==> config.mk <==
export PLATFORM = sky130hd
export DESIGN_NAME = uart_tx_fifo
export DESIGN_NICKNAME = d
export VERILOG_FILES = /design/src/rtl/uart_tx_fifo.sv
export SDC_FILE = /design/constraint.sdc
export NUM_CORES = 1
export LEC_CHECK = 0
export ABC_AREA = 1
export BUFFER_PORTS_ARGS = -buffer_cell sky130_fd_sc_hd__buf_2
export CORE_AREA = 3 3 118 120
export DETAILED_ROUTE_END_ITERATION = 6
export DIE_AREA = 0 0 121 123
export HOLD_SLACK_MARGIN = 0.03
export PLACE_DENSITY_LB_ADDON = 0.1
export SLEW_MARGIN = 20
export SYNTH_ARGS = -nofsm -noshare
export SYNTH_HDL_FRONTEND = slang
export SYNTH_SLANG_ARGS = --single-unit
==> constraint.sdc <==
create_clock -name clk -period 8.1 [get_ports clk]
set_input_delay 2.43 -clock clk [delete_from_list [all_inputs] [get_ports clk]]
set_output_delay 2.43 -clock clk [all_outputs]
set_load 0.005 [all_outputs]
==> src/rtl/uart_tx_fifo.sv <==
module uart_tx_fifo #(
  parameter int unsigned DEPTH = 16
) (
  input  logic       clk,
  input  logic       rst_n,
  input  logic       wr_en,
  input  logic [8:0] wr_data,
  input  logic       flush,
  input  logic [2:0] frame_mode,
  input  logic [1:0] stop_len,
  input  logic       par_odd,
  input  logic       cts_en,
  input  logic       cts_n,
  input  logic       tick,
  output logic       txd,
  output logic       tx_empty,
  output logic       tx_half,
  output logic       tx_full
);
  localparam int unsigned AW = $clog2(DEPTH);
  localparam int unsigned CW = AW + 1;

  logic [8:0]    mem [DEPTH];
  logic [AW-1:0] wp, rp;
  logic [CW-1:0] cnt_q;
  logic          busy, stop_ph;
  logic [4:0]    tcnt, stop_lim;
  logic [3:0]    nleft;
  logic [9:0]    sh;
  logic [12:0]   frame;

  wire full  = (cnt_q == CW'(DEPTH));
  wire start = !busy && (cnt_q != '0) && !(cts_en && cts_n);
  wire push  = wr_en && !full && !flush;

  function automatic logic [12:0] build(input logic [8:0] d, input logic [2:0] m, input logic odd);
    case (m)
      3'b011:         return {4'd8, 1'b0, ^d[6:0] ^ odd, d[6:0]};
      3'b111:         return {4'd9, ^d[7:0] ^ odd, d[7:0]};
      3'b100, 3'b101: return {4'd9, d};
      default:        return {4'd8, 1'b0, d[7:0]};
    endcase
  endfunction

  assign frame = build(mem[rp], frame_mode, par_odd);

  always_ff @(posedge clk) if (push) mem[wp] <= wr_data;

  always_ff @(posedge clk or negedge rst_n) begin
    if (!rst_n) begin
      wp <= '0; rp <= '0; cnt_q <= '0;
    end else if (flush) begin
      wp <= '0; rp <= '0; cnt_q <= '0;
    end else begin
      if (push)  wp <= wp + 1'b1;
      if (start) rp <= rp + 1'b1;
      cnt_q <= cnt_q + CW'(push) - CW'(start);
    end
  end

  always_ff @(posedge clk or negedge rst_n) begin
    if (!rst_n) begin
      busy <= 1'b0; stop_ph <= 1'b0; tcnt <= '0;
      sh <= '1; nleft <= '0; stop_lim <= '0;
    end else if (start) begin
      busy     <= 1'b1;
      stop_ph  <= 1'b0;
      tcnt     <= '0;
      sh       <= {frame[8:0], 1'b0};
      nleft    <= frame[12:9] + 4'd1;
      stop_lim <= {stop_len, 3'b111};
    end else if (busy && tick) begin
      if (!stop_ph) begin
        if (tcnt == 5'd15) begin
          tcnt  <= '0;
          sh    <= {1'b1, sh[9:1]};
          nleft <= nleft - 4'd1;
          if (nleft == 4'd1) stop_ph <= 1'b1;
        end else tcnt <= tcnt + 5'd1;
      end else if (tcnt == stop_lim) begin
        busy <= 1'b0; stop_ph <= 1'b0; tcnt <= '0;
      end else tcnt <= tcnt + 5'd1;
    end
  end

  assign txd      = !busy || stop_ph || sh[0];
  assign tx_empty = (cnt_q == '0) && !busy;
  assign tx_half  = (cnt_q <= CW'(DEPTH / 2));
  assign tx_full  = full;

  assert_full_drop_R7: assert property (@(posedge clk) disable iff (!rst_n)
    (full && wr_en && !flush && !start) |=> tx_full);
  assert_cts_hold_R8: assert property (@(posedge clk) disable iff (!rst_n)
    (!busy && cts_en && cts_n) |=> !busy);
  assert_flush_clear_R9: assert property (@(posedge clk) disable iff (!rst_n)
    flush |=> (cnt_q == '0));
  assert_start_low_R10: assert property (@(posedge clk) disable iff (!rst_n)
    start |=> !txd);
  assert_stop_high_R5: assert property (@(posedge clk) disable iff (!rst_n)
    (busy && stop_ph) |=> txd);
  assert_flags_R6: assert property (@(posedge clk) disable iff (!rst_n)
    !(tx_full && tx_half) && (cnt_q <= CW'(DEPTH)));
endmodule

==> results of run 1 <==
layer usage:
metal / GRT usage / vias to the layer above
li1: - / 2808
met1: 0.338 / 2721
met2: 0.402 / 184
met3: 0.0439 / 29
met4: 0.0907 / 0
met5: 0 / -
cell usage after synthesis (2+ instances only):
master	count
buf_6	6
edfxtp_1	144
clkbuf_1	8
buf_4	4
nand4_1	3
nor3_1	12
buf_2	15
xor2_1	3
dfstp_2	10
nand3_1	85
nand2_1	192
o211ai_1	9
a211oi_1	2
nand2_2	8
o21ai_0	47
a21oi_1	15
o221ai_1	6
inv_1	101
o21ai_1	11
dfrtp_1	27
ha_1	18
o22ai_1	3
inv_2	6
nor2_1	84
metrics by stage:
step	power (mW)	hold slack [ns]	setup WS, ns
floorplan	1.82	0.458	3.58
global placement	1.97	0.481	3.08
CTS	2.75	0.505	3.45
finish	2.74	0.501	3.42
global route	2.93	0.522	3.15
detailed placement	2.02	0.489	3.01
state kept, by name, indices dropped and copies added (netlist names):
signal,flops
busy,1
cnt_q,5
tcnt,5
stop_lim,3
sh,10
rp,4
stop_ph,1
mem,144
nleft,4
wp,4
cell type report:
type / instances / area [sq um]
clock buffers: 21 / 440
flip-flops and latches: 181 / 5260
repair buffers: 33 / 185
multi-input cells: 508 / 2460
inverters: 108 / 408
clock inverters: 11 / 86.3
fillers: 977 / 4020
well taps: 176 / 220
cell families after synthesis:
family	Yosys count
AO/OA/AOI/OAI	99
XOR/XNOR	3
buffers and inverters	142
adder cells (fa/ha/maj)	19
AND/OR/NAND/NOR	387
flip-flops	181
critical path: cells and delay by family:
kind,cells,cell delay [ns]
AOI/OAI and AO/OA,4,0.41
adders and majority gates,3,0.81
buffers and inverters,5,0.85
and+or+nand+nor,3,0.48
worst max-delay path by stage:
stage | slack, ns | cells after the start | to | from
6_report | 3.42 | 15 | cnt_q[4] | cts_en
5_1_grt | 3.15 | 15 | cnt_q[4] | cts_en
4_1_cts | 3.45 | 15 | cnt_q[4] | cts_en
3_5_place_dp | 3.01 | 15 | cnt_q[4] | cts_en
3_3_place_gp | 3.08 | 15 | cnt_q[4] | cts_en
2_1_floorplan | 3.58 | 15 | cnt_q[4] | cts_en
power by group through the flow:
stage	combinational (mW)	sequential, mW	clock (mW)
final	0.864	1.14	0.733
after CTS	0.865	1.14	0.740
after detailed placement	0.858	1.16	0
after global routing	0.996	1.15	0.780
after floorplan	0.678	1.15	0
after global placement	0.819	1.16	0
==> impl_metrics.ini, run 1 <==
[status]
outcome = finished clean

[worst_setup_path]
start_kind = input port
reg2reg_depth = 16
critical_path_class = in2reg
reg2reg_from = cnt_q[2]
max_stage_delay_ns = 0.54
required_ns = 8.40
worstPathCellList = buf_2 > a21oi_1 > nand2_1 > inv_1 > ha_1 > inv_1 > ha_1 > inv_1 > fa_1 > inv_1 > a21oi_1 > nor2_1 > nor2_1 > o21ai_0 > a21oi_1
crit_arrival_ns = 4.98
critPathCaptureType = register
path_common_cell = inv_1
crit_slowest_cell = inv_1
crit_fanout = 17
r2r_slack_ns = 4.83
worstReg2RegEnd = cnt_q[4]

[final_layout]
fin_area_sq_um = 9070
final_cells = 1038
syn_to_final_growth_pct = 8.70
final_cell_mix = 192 x nand2_1, 144 x edfxtp_1, 101 x inv_1, 85 x nand3_1, 84 x nor2_1
final_common_cell = nand2_1
post-route-util = 0.693
fin_nets = 890
n_antenna_cell = 0
layout-drive-gt1-share = 0.103

[place]
routabilityCongestion = 0.798
dp_cells = 1006
dpl-instance-area_sq_um = 8540
place.port_buffers = 25
hpwl_mm = 10.9

[synth]
synth_top_area_cell = edfxtp_1
synth_fa_ha_area_frac = 0.0294
syn_area_sq_um = 8340
synth_xor_area_frac = 0.00315
async_flop_share = 0.204
post_synth_mux_area_share = 0
seq_area_frac_synth = 0.631
synth.area.top_cells = edfxtp_1 52%, nand2_1 8.6%, dfrtp_1 8.1%
synthDistinctLibCells = 36
syn-instance-count = 831
synth-main-ff-cell = edfxtp_1
synth_compound_gate_area_share = 0.0682
avgSynthCellArea_sq_um = 10.0
synth_seq_cells = 181
synth_edf_count = 144
synthSimpleGateAreaFrac = 0.193
synth_top_cell_area_share = 0.518
syn_nets = 872
synth_top_family_by_area = simple AND/OR/NAND/NOR gates
ys_warn_count = 0

[hold_path]
hp-class = reg2reg
worst_hold_path.num_cells = 1
holdPathEnd = stop_lim[2]
min_from = stop_lim[2]

[sta]
final_max_slew_viol_count = 0
fin_skew_ns = 0.00996
slew_headroom = 0.363
min_period_ns = 4.68
timing.final.crit_share = 0.577
setup_viol = 0
hold_viol = 0
rsz0062_at_grt = no
setup-tns-final_ns = 0
max_freq_ghz = 0.214
tightest_slew_ns = 0.952

[clock_network]
cts_made_buffers = 17
clkSinkCount = 181
cts_max_path_buffers = 2
holdBufCountCts = 0
post_cts_resized = 0
cts_root_buf = clkbuf_16
insertion_delay_ns = 0.42
cts_tree = yes
cts-htree-levels = 4
post_cts_buffers = 0
clk_pin_slew_ns = 0.06

[routing]
via_per_inst = 5.53
wl_met3_um = 983
drt_iter0_drc = 535
wl_met1_mm = 7.43
wl_met2_mm = 8.54
avgRoutedWirePerCell_um = 16.6
wl_mm = 17.3
highest_layer = met4
drcViolationCount = 0
ant_nets = 0
vias = 5742
drt_pass1_iterations = 5

[power_and_ir_drop]
power.leakage_nw = 3.75
power_switching_mw = 0.949
p_int_mw = 1.79
pwr-share-clk = 0.268
vdd_drop_max_uv = 181
p_comb_frac = 0.316
pwr_density_cell_nw_per_um2 = 302
switching_share = 0.347
seqPwrFrac = 0.417

[global_route]
grt_overflow = 0
grt_pass1_vias = 5456
grt_pass1_wl_mm = 27.7
antenna_found_initial = 0
grt_max_degree = 79
grt.total_usage = 0.246

[floorplan]
start_util = 0.638
rows = 42
io_pins = 26
core-area_sq_um = 13100
die_x_um = 121
dieArea_sq_um = 14900
die_height_um = 123

[flow_run]
drv_cap = 0
Power figures use the tool's default switching activity.
==> inputs of run 2 (changes only) <==
--- a/config.mk
+++ b/config.mk
@@ -7,9 +7,9 @@
 export LEC_CHECK = 0
 export ABC_AREA = 1
 export BUFFER_PORTS_ARGS = -buffer_cell sky130_fd_sc_hd__buf_2
-export CORE_AREA = 3 3 118 120
+export CORE_AREA = 3 3 121 123
 export DETAILED_ROUTE_END_ITERATION = 6
-export DIE_AREA = 0 0 121 123
+export DIE_AREA = 0 0 124 126
 export HOLD_SLACK_MARGIN = 0.03
 export PLACE_DENSITY_LB_ADDON = 0.1
 export SLEW_MARGIN = 20
==> constraint.sdc (replaced) <==
create_clock -name clk -period 4.9 [get_ports clk]
set_input_delay 1.47 -clock clk [delete_from_list [all_inputs] [get_ports clk]]
set_output_delay 1.47 -clock clk [all_outputs]
set_load 0.005 [all_outputs]
==> run 2 against run 1 <==
- critical path depth stayed put
- final cell count up 0.67%
- first-iteration DRC count down 7.5%
- non-clock buffer count up 3
- die area grew 5.0%
- critical path type unchanged
- worst setup slack worse by 1.8 ns
- critical endpoint unchanged
==> impl_metrics.ini, run 2 (same netlist as run 1, synthesis figures left out) <==
[sta]
setup-tns-final_ns = 0
slew_headroom = 0.290
tightest_slew_ns = 1.06
rsz0062_at_grt = no
setup_viol = 0
min_period_ns = 3.28
final_max_slew_viol_count = 0
fin_skew_ns = 0.0110
max_freq_ghz = 0.305
timing.final.crit_share = 0.669
hold_viol = 0

[final_layout]
final_cell_mix = 192 x nand2_1, 144 x edfxtp_1, 101 x inv_1, 85 x nand3_1, 84 x nor2_1
reg_top3 = mem x144, sh x10
regMostFlops = mem
fillers = 1075
layout-drive-gt1-share = 0.112
largest_reg_flops = 144
fin_nets = 893
final_common_cell = nand2_1
fin_area_sq_um = 9150
n_antenna_cell = 0
syn_to_final_growth_pct = 9.67

[clock_network]
holdBufCountCts = 0
post_cts_resized = 0
cts_tree = yes
clkSinkCount = 181
post_cts_buffers = 0
cts_made_buffers = 17
clk_pin_slew_ns = 0.07
cts-htree-levels = 4
cts_root_buf = clkbuf_16
insertion_delay_ns = 0.44
cts_max_path_buffers = 2

[worst_setup_path]
crit_arrival_ns = 3.61
critical_path_class = in2reg
reg2reg_depth = 14
cp_num_buf_inv = 5
max_stage_delay_ns = 0.35
path_common_cell = inv_1
worstPathCellList = buf_2 > a21oi_1 > nand2_1 > inv_1 > ha_1 > inv_1 > ha_1 > inv_1 > fa_1 > inv_1 > a21oi_1 > nor2_1 > nor2_1 > o21ai_0 > a21oi_1
cp.depth = 15
required_ns = 5.23
crit_fanout = 17
critPathTopFamily = adder cells
crit_slowest_cell = fa_1
start_kind = input port
critPathCaptureType = register

[global_route]
grt_overflow = 0
grt_pass1_vias = 5520
grt_pass1_wl_mm = 27.8
antenna_found_initial = 0
grt.total_usage = 0.240
grt_max_degree = 71

[status]
outcome = finished clean

[routing]
avgRoutedWirePerCell_um = 16.7
vias = 5855
drcViolationCount = 0
wl_mm = 17.5
drt_pass1_iterations = 5
drt_iter0_drc = 495
via_per_inst = 5.60
ant_nets = 0

[floorplan]
die_x_um = 124
core-area_sq_um = 13800
rows = 43
dieArea_sq_um = 15600
start_util = 0.606
io_pins = 26
die_height_um = 126

[power_and_ir_drop]
vdd_drop_max_uv = 292
pwr_density_cell_nw_per_um2 = 509
power.leakage_nw = 3.80

[flow_run]
drv_cap = 0

[place]
hpwl_mm = 11.1
dpl-instance-area_sq_um = 8560
routabilityCongestion = 0.848
place.port_buffers = 25

[hold_path]
hp-class = reg2reg
worst_hold_path.num_cells = 1
run 2: cell types whose count changed in the layout (fill, tap and decap cells not counted), moves of 2 or more:
cell,before,now
clkinv_2,2,0
clkinv_8,0,2
inv_6,0,5
nor3_1,10,12
nor3_2,2,0
inv_8,0,2
buf_4,8,11
clkbuf_1,4,0
clkinv_1,4,1
run 2: where the power goes:
group | switching, mW | internal [mW]
sequential | 0.101 | 1.81
combinational | 0.944 | 0.454
clock | 0.624 | 0.722
run 2: metal layers:
layer | share of wire | vias to the layer above | global-route usage | routed length (um)
met5 | 0 | - | 0 | 0
li1 | - | 2816 | - | -
met1 | 0.42 | 2805 | 0.323 | 7390
met3 | 0.068 | 38 | 0.0507 | 1180
met4 | 0.023 | 0 | 0.0883 | 398
met2 | 0.49 | 196 | 0.388 | 8520
run 2: final cells by class:
class                   count  area [sq um]  share of cell area
inverters                 108           408              0.0446
well taps                 180           225              0.0246
clock buffers              17           425              0.0465
flip-flops and latches    181          5260               0.575
clock inverters            15           165              0.0180
repair buffers             36           208              0.0227
multi-input cells         508          2450               0.268
run 2: final timing paths:
check / start / end / slack (ns)
min in group asynchronous: rst_n / tcnt[4] / 1.12
hold / removal: stop_lim[2] / stop_lim[2] / 0.49
setup / recovery: cts_en / cnt_q[4] / 1.62
max in group asynchronous: rst_n / rp[0] / 3.20
hold reg to reg: stop_lim[2] / stop_lim[2] / 0.49
setup reg to reg: rp[2] / sh[9] / 1.85
run 2: metrics by stage:
stage	util	hold slack [ns]	setup slack, ns	power, mW	instances
after global routing	0.664	0.519	1.48	4.96	1045
after floorplan	-	0.458	1.34	3.02	831
final	0.664	0.489	1.62	4.66	1045
after detailed placement	0.621	0.478	1.16	3.33	1013
after global placement	0.621	0.474	1.26	3.26	1013
after CTS	0.664	0.494	1.63	4.67	1045
